[src/rtl/pmc_pkg.sv]
package pmc_pkg;

  typedef enum logic [1:0] {
    PM_RUN  = 2'b00,
    PM_IDLE = 2'b01,
    PM_DOWN = 2'b10
  } pm_mode_e;

  typedef struct packed {
    logic core;
    logic pll;
    logic osc;
    logic periph;
    logic tic;
    logic dac_hiz;
  } clk_ctl_t;

  localparam int SRC_INT0 = 0;
  localparam int SRC_TIC  = 1;
  localparam int SRC_SER  = 2;

  localparam clk_ctl_t CTL_RESET = '{core: 1'b1, pll: 1'b1, osc: 1'b1,
                                      periph: 1'b1, tic: 1'b1, dac_hiz: 1'b0};

  // Clock-gate set for a mode; osc_off only matters in deep sleep.
  function automatic clk_ctl_t decode_ctl(pm_mode_e m, logic osc_off, logic tic_on);
    clk_ctl_t c;
    c = CTL_RESET;
    c.tic = tic_on;
    case (m)
      PM_IDLE: c.core = 1'b0;
      PM_DOWN: begin
        c.core    = 1'b0;
        c.pll     = 1'b0;
        c.periph  = 1'b0;
        c.osc     = ~osc_off;
        c.tic     = tic_on & ~osc_off;
        c.dac_hiz = 1'b1;
      end
      default: ;
    endcase
    return c;
  endfunction

endpackage

[src/rtl/pmc_rst_sync.sv]
module pmc_rst_sync #(
  parameter int STAGES = 2
) (
  input  logic clk,
  input  logic rst_n_a,
  output logic rst_n_s
);
  logic [STAGES-1:0] sync_q;

  always_ff @(posedge clk or negedge rst_n_a) begin
    if (!rst_n_a) sync_q <= '0;
    else          sync_q <= {sync_q[STAGES-2:0], 1'b1};
  end

  assign rst_n_s = sync_q[STAGES-1];
endmodule

[src/rtl/pmc_mc_timer.sv]
module pmc_mc_timer #(
  parameter int CLKS_PER_MC = 4
) (
  input  logic clk,
  input  logic rst_n,
  output logic tick
);
  localparam int CW = (CLKS_PER_MC > 1) ? $clog2(CLKS_PER_MC) : 1;
  localparam logic [CW-1:0] LAST = CW'(CLKS_PER_MC - 1);

  logic [CW-1:0] cnt_q, cnt_d;

  always_comb begin
    tick  = (cnt_q == LAST);
    cnt_d = tick ? '0 : cnt_q + 1'b1;
  end

  always_ff @(posedge clk or negedge rst_n) begin
    if (!rst_n) cnt_q <= '0;
    else        cnt_q <= cnt_d;
  end

  generate
    if (CLKS_PER_MC > 1) begin : g_spacing
      assert_tick_single_R9: assert property (@(posedge clk) disable iff (!rst_n)
        tick |=> !tick);
    end
  endgenerate
endmodule

[src/rtl/pmc_wake_sel.sv]
module pmc_wake_sel
  import pmc_pkg::*;
#(
  parameter int NSRC = 5
) (
  input  logic            clk,
  input  logic            rst_n,
  input  logic [NSRC-1:0] irq_req,
  input  logic [NSRC-1:0] irq_en,
  input  logic            ser_wake_en,
  input  logic            int0_wake_en,
  input  logic            in_down,
  input  logic            capture,
  input  logic            ack,
  output logic            wake_any,
  output logic [NSRC-1:0] wake_src
);
  logic [NSRC-1:0] pd_mask, armed, first;
  logic [NSRC-1:0] src_q, src_d;
  logic            found;

  // Per-source permission to end deep sleep.
  generate
    for (genvar i = 0; i < NSRC; i++) begin : g_mask
      if (i == SRC_INT0) begin : g_int0
        assign pd_mask[i] = int0_wake_en;
      end else if (i == SRC_TIC) begin : g_tic
        assign pd_mask[i] = 1'b1;
      end else if (i == SRC_SER) begin : g_ser
        assign pd_mask[i] = ser_wake_en;
      end else begin : g_none
        assign pd_mask[i] = 1'b0;
      end
    end
  endgenerate

  always_comb begin
    armed    = irq_req & irq_en & (in_down ? pd_mask : {NSRC{1'b1}});
    wake_any = |armed;
    first    = '0;
    found    = 1'b0;
    for (int i = 0; i < NSRC; i++) begin
      if (armed[i] && !found) begin
        first[i] = 1'b1;
        found    = 1'b1;
      end
    end
  end

  always_comb begin
    src_d = src_q;
    if (capture)  src_d = first;
    else if (ack) src_d = '0;
  end

  always_ff @(posedge clk or negedge rst_n) begin
    if (!rst_n) src_q <= '0;
    else        src_q <= src_d;
  end

  assign wake_src = src_q;

  assert_src_onehot_R8: assert property (@(posedge clk) disable iff (!rst_n)
    $onehot0(src_q));
  assert_ack_clears_R8: assert property (@(posedge clk) disable iff (!rst_n)
    (ack && !capture) |=> (src_q == '0));
  assert_pd_other_ignored_R6: assert property (@(posedge clk) disable iff (!rst_n)
    (in_down && !(|(irq_req & irq_en & pd_mask))) |-> !wake_any);
endmodule

[src/rtl/pmc_int0_guard.sv]
module pmc_int0_guard #(
  parameter int INT0_GUARD_MC = 2
) (
  input  logic clk,
  input  logic rst_n,
  input  logic tick,
  input  logic pd_req,
  input  logic int0_act,
  output logic viol
);
  localparam int GW = $clog2(INT0_GUARD_MC + 1);
  localparam logic [GW-1:0] GUARD = GW'(INT0_GUARD_MC);

  logic [GW-1:0] win_q, win_d;
  logic          viol_q, viol_d;
  logic          open;

  always_comb begin
    open  = pd_req | (win_q != '0);
    win_d = win_q;
    if (pd_req)                    win_d = GUARD;
    else if (tick && win_q != '0)  win_d = win_q - 1'b1;
    viol_d = viol_q | (open & int0_act);
  end

  always_ff @(posedge clk or negedge rst_n) begin
    if (!rst_n) begin
      win_q  <= '0;
      viol_q <= 1'b0;
    end else begin
      win_q  <= win_d;
      viol_q <= viol_d;
    end
  end

  assign viol = viol_q;

  assert_viol_sticky_R10: assert property (@(posedge clk) disable iff (!rst_n)
    viol_q |=> viol_q);
  assert_viol_cause_R10: assert property (@(posedge clk) disable iff (!rst_n)
    $rose(viol_q) |-> $past(int0_act));
endmodule

[src/rtl/pwr_mode_ctrl.sv]
module pwr_mode_ctrl
  import pmc_pkg::*;
#(
  parameter int NSRC          = 5,
  parameter int CLKS_PER_MC   = 4,
  parameter int INT0_GUARD_MC = 2
) (
  input  logic            clk,
  input  logic            rst_n,
  input  logic            req_idle_set,
  input  logic            req_pd_set,
  input  logic            osc_pd_bit,
  input  logic            tic_run,
  input  logic            ser_wake_en,
  input  logic            int0_wake_en,
  input  logic [NSRC-1:0] irq_req,
  input  logic [NSRC-1:0] irq_en,
  input  logic            wake_ack,
  output logic            mc_boundary,
  output logic [1:0]      mode_o,
  output logic            core_clk_en,
  output logic            pll_en,
  output logic            osc_en,
  output logic            periph_clk_en,
  output logic            tic_clk_en,
  output logic            dac_hiz,
  output logic [NSRC-1:0] wake_src,
  output logic            int0_viol
);
  logic     rst_s;
  logic     tick;
  pm_mode_e state_q, state_d;
  logic     pend_idle_q, pend_idle_d;
  logic     pend_pd_q, pend_pd_d;
  clk_ctl_t ctl_q, ctl_d;
  logic     wake_any;
  logic     leave;

  pmc_rst_sync #(.STAGES(2)) u_rst (
    .clk(clk), .rst_n_a(rst_n), .rst_n_s(rst_s)
  );

  pmc_mc_timer #(.CLKS_PER_MC(CLKS_PER_MC)) u_mc (
    .clk(clk), .rst_n(rst_s), .tick(tick)
  );

  pmc_wake_sel #(.NSRC(NSRC)) u_wake (
    .clk(clk), .rst_n(rst_s),
    .irq_req(irq_req), .irq_en(irq_en),
    .ser_wake_en(ser_wake_en), .int0_wake_en(int0_wake_en),
    .in_down(state_q == PM_DOWN),
    .capture(leave), .ack(wake_ack),
    .wake_any(wake_any), .wake_src(wake_src)
  );

  pmc_int0_guard #(.INT0_GUARD_MC(INT0_GUARD_MC)) u_guard (
    .clk(clk), .rst_n(rst_s), .tick(tick),
    .pd_req(req_pd_set), .int0_act(irq_req[SRC_INT0]),
    .viol(int0_viol)
  );

  // Mode sequencing, evaluated only at machine-cycle boundaries.
  always_comb begin
    state_d = state_q;
    if (tick) begin
      case (state_q)
        PM_RUN: begin
          if (pend_pd_q)        state_d = PM_DOWN;
          else if (pend_idle_q) state_d = PM_IDLE;
        end
        PM_IDLE, PM_DOWN: begin
          if (wake_any) state_d = PM_RUN;
        end
        default: state_d = PM_RUN;
      endcase
    end
    leave = tick && (state_q != PM_RUN) && (state_d == PM_RUN);
  end

  // Software request bits: set in run mode, cleared on wake-up.
  always_comb begin
    pend_idle_d = pend_idle_q;
    pend_pd_d   = pend_pd_q;
    if (leave) begin
      pend_idle_d = 1'b0;
      pend_pd_d   = 1'b0;
    end else if (state_q == PM_RUN) begin
      pend_idle_d = pend_idle_q | req_idle_set;
      pend_pd_d   = pend_pd_q | req_pd_set;
    end
  end

  // Clock-gate bank is reloaded only at a boundary.
  always_comb begin
    ctl_d = ctl_q;
    if (tick) ctl_d = decode_ctl(state_d, osc_pd_bit, tic_run);
  end

  always_ff @(posedge clk or negedge rst_s) begin
    if (!rst_s) begin
      state_q     <= PM_RUN;
      pend_idle_q <= 1'b0;
      pend_pd_q   <= 1'b0;
      ctl_q       <= CTL_RESET;
    end else begin
      state_q     <= state_d;
      pend_idle_q <= pend_idle_d;
      pend_pd_q   <= pend_pd_d;
      ctl_q       <= ctl_d;
    end
  end

  assign mc_boundary   = tick;
  assign mode_o        = state_q;
  assign core_clk_en   = ctl_q.core;
  assign pll_en        = ctl_q.pll;
  assign osc_en        = ctl_q.osc;
  assign periph_clk_en = ctl_q.periph;
  assign tic_clk_en    = ctl_q.tic;
  assign dac_hiz       = ctl_q.dac_hiz;

  assert_mode_hold_R9: assert property (@(posedge clk) disable iff (!rst_s)
    !tick |=> $stable(state_q));
  assert_ctl_hold_R9: assert property (@(posedge clk) disable iff (!rst_s)
    !tick |=> $stable(ctl_q));
  assert_idle_gating_R2: assert property (@(posedge clk) disable iff (!rst_s)
    (state_q == PM_IDLE) |-> (!ctl_q.core && ctl_q.pll && ctl_q.periph && !ctl_q.dac_hiz));
  assert_down_gating_R4: assert property (@(posedge clk) disable iff (!rst_s)
    (state_q == PM_DOWN) |-> (!ctl_q.core && !ctl_q.pll && !ctl_q.periph && ctl_q.dac_hiz));
  assert_wake_recorded_R8: assert property (@(posedge clk) disable iff (!rst_s)
    leave |=> (wake_src != '0));
  assert_tic_needs_osc_R5: assert property (@(posedge clk) disable iff (!rst_s)
    ctl_q.tic |-> ctl_q.osc);
endmodule

[config.mk]
export PLATFORM = sky130hd
export DESIGN_NAME = pwr_mode_ctrl
export DESIGN_NICKNAME = d
export VERILOG_FILES = /design/src/rtl/pmc_pkg.sv /design/src/rtl/pmc_rst_sync.sv /design/src/rtl/pmc_mc_timer.sv /design/src/rtl/pmc_wake_sel.sv /design/src/rtl/pmc_int0_guard.sv /design/src/rtl/pwr_mode_ctrl.sv
export SDC_FILE = /design/constraint.sdc
export NUM_CORES = 1
export LEC_CHECK = 0
export ABC_AREA = 1
export BUFFER_PORTS_ARGS = -buffer_cell sky130_fd_sc_hd__buf_2
export CAP_MARGIN = 20
export CORE_MARGIN = 2
export CORE_UTILIZATION = 55
export CTS_BUF_LIST = sky130_fd_sc_hd__clkbuf_4
export DETAILED_ROUTE_END_ITERATION = 8
export PLACE_DENSITY = 0.85
export SLEW_MARGIN = 40
export SYNTH_ARGS = -nofsm -noshare
export SYNTH_HDL_FRONTEND = slang
export SYNTH_SLANG_ARGS = --single-unit
[constraint.sdc]
create_clock -name clk -period 1.7 [get_ports clk]
set_input_delay 0.51 -clock clk [delete_from_list [all_inputs] [get_ports clk]]
set_output_delay 0.51 -clock clk [all_outputs]
set_load 0.02 [all_outputs]
## Word level (Yosys, flattened, before mapping)

Cells that the tools add are included.

- $add $sub $neg: 2
- Eq/ne operators: 5
- Muxes and demuxes: 25
- Bitwise logic cells: 9
- Reductions and logical operators: 21

Operators with widths:

| kind | count |
|---|---|
| two-way mux 5 bit | 4 |
| two-way mux 2 bit | 7 |
| two-way mux 1 bit | 13 |
| bitwise AND 5 bit | 2 |
| nonzero test 2 bit | 5 |
| logical AND 1 bit | 7 |
| == test 2 bit (second input constant) | 3 |
| OR reduction 5 bit | 1 |
| == test 2 x 1 -> 1 bit (second input constant) | 2 |
| logical NOT 1 bit | 4 |
| logical NOT 2 bit | 2 |
| OR 1 bit | 4 |
| case mux 2 bit (2 select lines) | 1 |
| OR reduction 2 bit | 2 |
| adder 2 x 1 -> 2 bit (second input constant) | 1 |
| bitwise AND 1 bit | 2 |
| subtractor 2 x 1 -> 2 bit (second input constant) | 1 |
| NOT 1 bit | 1 |

- Flip-flop bits (word level): 22
- Input port bits: 19
- Output and inout bits: 15
- Word-level logic and storage cells: 76

## Longest topological paths before layout

- Word-level depth: 17
- Gate-level depth with buffers: 15
- Gate-level depth less buffers: 15

## Modules after synthesis

From an unflattened synthesis, not the netlist that was laid out.

- Cell total of the unflattened synthesis: 132
- Area, all modules: 1,098.6 um^2

By module, submodules not included:

| module | times used | cells an instance | area an instance (um^2) | sequential area each (um^2) |
|---|---|---|---|---|
| pwr_mode_ctrl | 1 | 62 | 528.0 | 230.2 |
| pmc_wake_sel | 1 | 42 | 285.3 | 125.1 |
| pmc_int0_guard | 1 | 21 | 165.2 | 75.1 |
| pmc_mc_timer | 1 | 4 | 66.3 | 50.0 |
| pmc_rst_sync | 1 | 3 | 53.8 | 50.0 |

## Least setup slack after synthesis

No wires, ideal clock.

- Path type: reg-to-reg
- Start point: reg state_q[0] (netlist: mode_o[0])
- End point: reg u_wake.src_q[1] (netlist: u_wake.wake_src[1])
- Library setup time: 0.122 ns
- Arrival: 1.930 ns
- Required time: 1.578 ns
- Slack: -0.352 ns
- Cell stages (with the launch flop): 14
- Buffers on the path: 0
- Clock period less this slack: 2.052 ns
- Cell sequence: dfrtp_1 > inv_1 > ha_1 > a21oi_1 > nor2_2 > nand3_1 > nand2_1 > a21oi_1 > ha_1 > nand2_1 > inv_2 > nor2_2 > nand2_1 > o21ai_1

- Longest elaborated chain between the ends: 10
- Elaborated cells on any way between the ends: 22
- Those cells by class: 2 x eq/ne; 9 x mux; 1 x bitwise; 10 x reduce/logical

RTL lines:

| element | line | source |
|---|---|---|
| start, declared | pwr_mode_ctrl.sv:32 | `pm_mode_e state_q, state_d;` |
| start signal, assigned | pwr_mode_ctrl.sv:106 | `state_q <= state_d;` |
| == test 2 bit | pwr_mode_ctrl.sv:51, pwr_mode_ctrl.sv:66 |  |
| two-way mux 5 bit | pmc_wake_sel.sv:38 | `armed = irq_req & irq_en & (in_down ? pd_mask : {NSRC{1'b1}});` |
| bitwise AND 5 bit | pmc_wake_sel.sv:38 |  |
| OR reduction 5 bit | pmc_wake_sel.sv:39 | `wake_any = \|armed;` |
| two-way mux 2 bit | pwr_mode_ctrl.sv:72 | `if (wake_any) state_d = PM_RUN;` |
| case mux 2 bit (2 select lines) | pwr_mode_ctrl.sv:66 | `case (state_q)` |
| two-way mux 2 bit | pwr_mode_ctrl.sv:65 | `if (tick) begin` |
| logical NOT 2 bit | pwr_mode_ctrl.sv:77 | `leave = tick && (state_q != PM_RUN) && (state_d == PM_RUN);` |
| logical AND 1 bit | pwr_mode_ctrl.sv:77 |  |
| two-way mux 5 bit or nonzero test 2 bit (tied branches) | - |  |
| end signal, assigned | pmc_wake_sel.sv:58 | `else src_q <= src_d;` |
| end, declared | pmc_wake_sel.sv:19 | `logic [NSRC-1:0] src_q, src_d;` |

Parallel ways exist; a longest one is shown, timed or not.
A chain may end at the register's enable or synchronous reset.

## Worst setup path in the final report

- Start point: reg state_q[1] (netlist: mode_o[1])
- End point: reg ctl_q, in the netlist tic_clk_en

- Longest elaborated chain between the ends: 9
- Elaborated cells on any way between the ends: 14
- Those cells by class: 3 x eq/ne; 7 x mux; 1 x bitwise; 3 x reduce/logical

RTL lines:

| element | line | source |
|---|---|---|
| == test 2 bit | pwr_mode_ctrl.sv:51, pwr_mode_ctrl.sv:66 |  |
| two-way mux 5 bit | pmc_wake_sel.sv:38 |  |
| bitwise AND 5 bit | pmc_wake_sel.sv:38 |  |
| OR reduction 5 bit | pmc_wake_sel.sv:39 |  |
| two-way mux 2 bit | pwr_mode_ctrl.sv:72 |  |
| case mux 2 bit (2 select lines) | pwr_mode_ctrl.sv:66 |  |
| two-way mux 2 bit (*) | pwr_mode_ctrl.sv:65 |  |
| named net state_d[1] | pwr_mode_ctrl.sv:32 |  |
| == test 2 bit (*) | pmc_pkg.sv:30 | `case (m)` |
| two-way mux 5 bit (*) | pmc_pkg.sv:30 |  |
| end signal, assigned | pwr_mode_ctrl.sv:109 | `ctl_q <= ctl_d;` |
| end, declared | pwr_mode_ctrl.sv:35 | `clk_ctl_t ctl_q, ctl_d;` |

The timed path passes the listed nets; every way through them passes the cells marked *.

==> summary.txt <==
Status
  – Status: finished, violations left
  – Failing checks: setup timing

Detailed routing
  – Drt total wl: about 3500 um
  – Met3 wire len: between 200 and 300 um
  – Avg WL per Cell: around 17 um
  – Met1 WL: around 1300 um
  – Detail Route Antenna Nets: 0
  – Via Count: ~1.2k
  – Met2 WL post-DR: 1850 um
  – DRT iter0 DRCs: 53
  – Max Used Layer: met4
  – Remaining DRCs: 0
  – Mean number of vias per cell: between 5 and 6
  – DRT Pass-1 Iters: 4

Yosys
  – Syn Nets: ~150
  – Post-synth top area cell: dfrtp_1
  – Cell count after synthesis: 124
  – Post-synthesis sequential area ratio: approximately half
  – Main combinational cell family by area after synthesis: simple AND/OR/NAND/NOR gates
  – EDFF count, synth: 0
  – Mux share of post-synthesis cell area: 0%
  – Area share of fa/ha/maj cells after synthesis: under 10%
  – Top-area cell type share of the netlist area: 41.0%
  – Async SR Flop Fraction: 100%
  – YS warnings: 0
  – Syn_area_per_cell: between 8 and 9 um2
  – Cell Area, Synth: 1040 um2
  – Synth Area in Simple Gates: 21.5%
  – Synth Area in XOR/XNOR: 0%
  – Yosys cell types: 21
  – Synth Register Bits: 21
  – Synth top area cells: dfrtp_1 (41%), nand2_1 (12%), dfstp_2 (10%)
  – Synth Area in Compound Gates: around 10%
  – Predominant post-synthesis flop cell: dfrtp_1

Timing
  – Fin crit share: 120%
  – RSZ-0062 raised after global routing: true
  – Hold Fails Final Rpt: 0
  – Tmin final: approximately 2000 ps
  – Fin. max-slew vios: 0
  – Layout Skew: roughly 5.6 ps
  – Final WS setup: -332 ps
  – Maximum clock rate: approximately 490 MHz
  – Final setup vio count: 14

Global route
  – Pin count of the biggest net entering global routing: 13
  – Vias in the first global route: roughly 1.1k
  – Global-route wire length before repair: around 4500 um
  – Grt ovf: 0
  – Initial antenna violation count: 0
  – GRT Overall Usage: between 20% and 30%

Worst setup path
  – Crit. End Element: flop
  – FF-to-FF path depth: 12
  – Required time of the worst setup path: 1960 ps
  – Crit Reg-Reg Endpoint: tic_clk_en
  – Critical path class: flop to flop
  – CP Max Fanout: 5
  – R2r setup slk: -330 ps
  – CP Launch Type: flop
  – Reg-to-reg startpoint: mode_o[1]
  – Worst Path Arrival: roughly 2300 ps

CTS
  – Root Buffer: clkbuf_4
  – Worst-path clk slew: about 130 ps
  – CTS tree: built
  – CTS sink cnt: 21
  – Worst-skew pair later-pin latency: 320 ps
  – Total CTS buffers: 3
  – CTS Buffer Depth: 2
  – Htree depth: 1

Finish
  – FF+latch area: between 500 and 600 um2
  – # diodes: 0
  – Layout cells sized above 1: between 50 and 60%
  – Final nets: approximately 210
  – Fill count: 80
  – Synthesis-to-layout area growth: 52.2%
  – Multi-input logic area: 557 um2

Placed design
  – # port buffers: 33
  – DP Worst Slack: -339 ps
  – DP HPWL: roughly 1900 um
  – GPL Wtd Cong: between 0.8 and 0.9

Floorplanning
  – Width of the die: between 40 and 50 um
  – Die Ht: 47.4 um
  – Die area: around 2200 um2
  – IO Pins: 34
  – Core area: approximately 1700 um2
  – Starting density of the core: between 50% and 60%
  – Cell row count: 15

Power
  – Leak: 0.830 nW
  – Pwr/cell area: about 1400 nW/um2
  – Peak supply drop: about 1.1 mV
  – Overall Power: about 2.3 mW

Flow run
  – # Max-Cap Violations: 0

Worst hold path
  – HP Class: flop to asynchronous set/reset pin
state kept, by name, indices dropped and copies added (netlist names):
name             flops
core_clk_en          1
dac_hiz              1
mode_o               2
osc_en               1
pend_idle_q          1
pend_pd_q            1
pll_en               1
tic_clk_en           1
u_guard.viol         1
u_guard.win_q        2
u_mc.cnt_q           2
u_rst.sync_q         2
u_wake.wake_src      5
layer usage:
| layer | vias to the layer above | global-route usage, % |
|---|---|---|
| li1 | 503 | - |
| met1 | 544 | 31.7 |
| met2 | 82 | 51.6 |
| met3 | 21 | 5.66 |
| met4 | 0 | 21.1 |
| met5 | - | 0 |
worst max path at each step:
stage | start | endpoint | slack [ps]
detailed placement | irq_req[0] | u_wake.wake_src[1] | -340
CTS | mode_o[0] | u_wake.wake_src[2] | -240
global route | mode_o[1] | tic_clk_en | -400
floorplan | mode_o[0] | u_wake.wake_src[1] | -150
global placement | irq_req[0] | u_wake.wake_src[1] | -210
finish | mode_o[1] | tic_clk_en | -330
synth_stat cells (all sizes together) (2+ instances only):
library cell and instances:
inv 16, ha 8, nand2 36, o21ai 7, dfrtp 17, nor2 18
dfstp 4, a21oi 8, nand3 2, buf 2
area by class of cell:
class / instances / share of cell area, %
Clock inverter: 1 / 0.317
Sequential cell: 21 / 33.8
Multi-Input combinational cell: 84 / 35.3
Timing Repair Buffer: 57 / 22.9
Tap cell: 25 / 1.98
Inverter: 17 / 4.36
Clock buffer: 3 / 1.43
through the flow:
step	hold WS [ps]	TNS (ps)	util, %	std cells	area, um2
2_1_floorplan	214	-845	-	124	1080
5_1_grt	229	-4430	90.5	208	1580
4_1_cts	199	-2240	87.5	206	1530
3_3_place_gp	179	-1820	78.0	193	1360
3_5_place_dp	185	-3020	78.0	193	1360
6_report	198	-3540	90.5	208	1580
critical path, cell delays in order (launching register included):
cell      delay (ps)
dfrtp_2          480
ha_4             200
nor2_1           220
nor2_2           100
nand3_2           90
nand2_2           70
buf_4            140
nand2_1           70
nand2_2           80
ha_1             200
nand2_1           90
inv_2             50
a211oi_2         160
cells by family (layout without fill, tap and decap cells):
logic type               count (synthesis)  after routing
flip-flops                              21             21
adder cells (fa/ha/maj)                  8              8
AO/OA/AOI/OAI                           19             19
AND/OR/NAND/NOR                         56             56
buffers and inverters                   19             78
other                                    1              1
what timing repair did:
item / 4_1_cts / 5_1_grt
endpoints found under the hold margin: 2 / 0
buffers inserted: 8 / 2
resized for setup: 16 / 9
setup endpoints to repair: 13 / 14
pin swaps: 11 / 4
hold buffers: 1 / 0
power breakdown:
group	leakage (nW)	internal (mW)	switching [mW]
sequential	0.251	0.659	0.106
combinational	0.561	0.522	0.698
clock	0.0177	0.0884	0.178
cells in the final DEF, fill, tap and decap left out, types with 3 or more instances in the layout:
| cell | Yosys | layout |
|---|---|---|
| a21oi_1 | 8 | 6 |
| buf_2 | 1 | 32 |
| buf_4 | 1 | 21 |
| buf_6 | 0 | 3 |
| clkbuf_4 | 0 | 3 |
| dfrtp_1 | 17 | 15 |
| dfstp_2 | 4 | 4 |
| ha_1 | 8 | 4 |
| ha_4 | 0 | 3 |
| inv_1 | 14 | 12 |
| nand2_1 | 34 | 27 |
| nand2_2 | 2 | 8 |
| nor2_1 | 16 | 14 |
| o21ai_1 | 6 | 5 |
(Power assumes the default switching activity.)
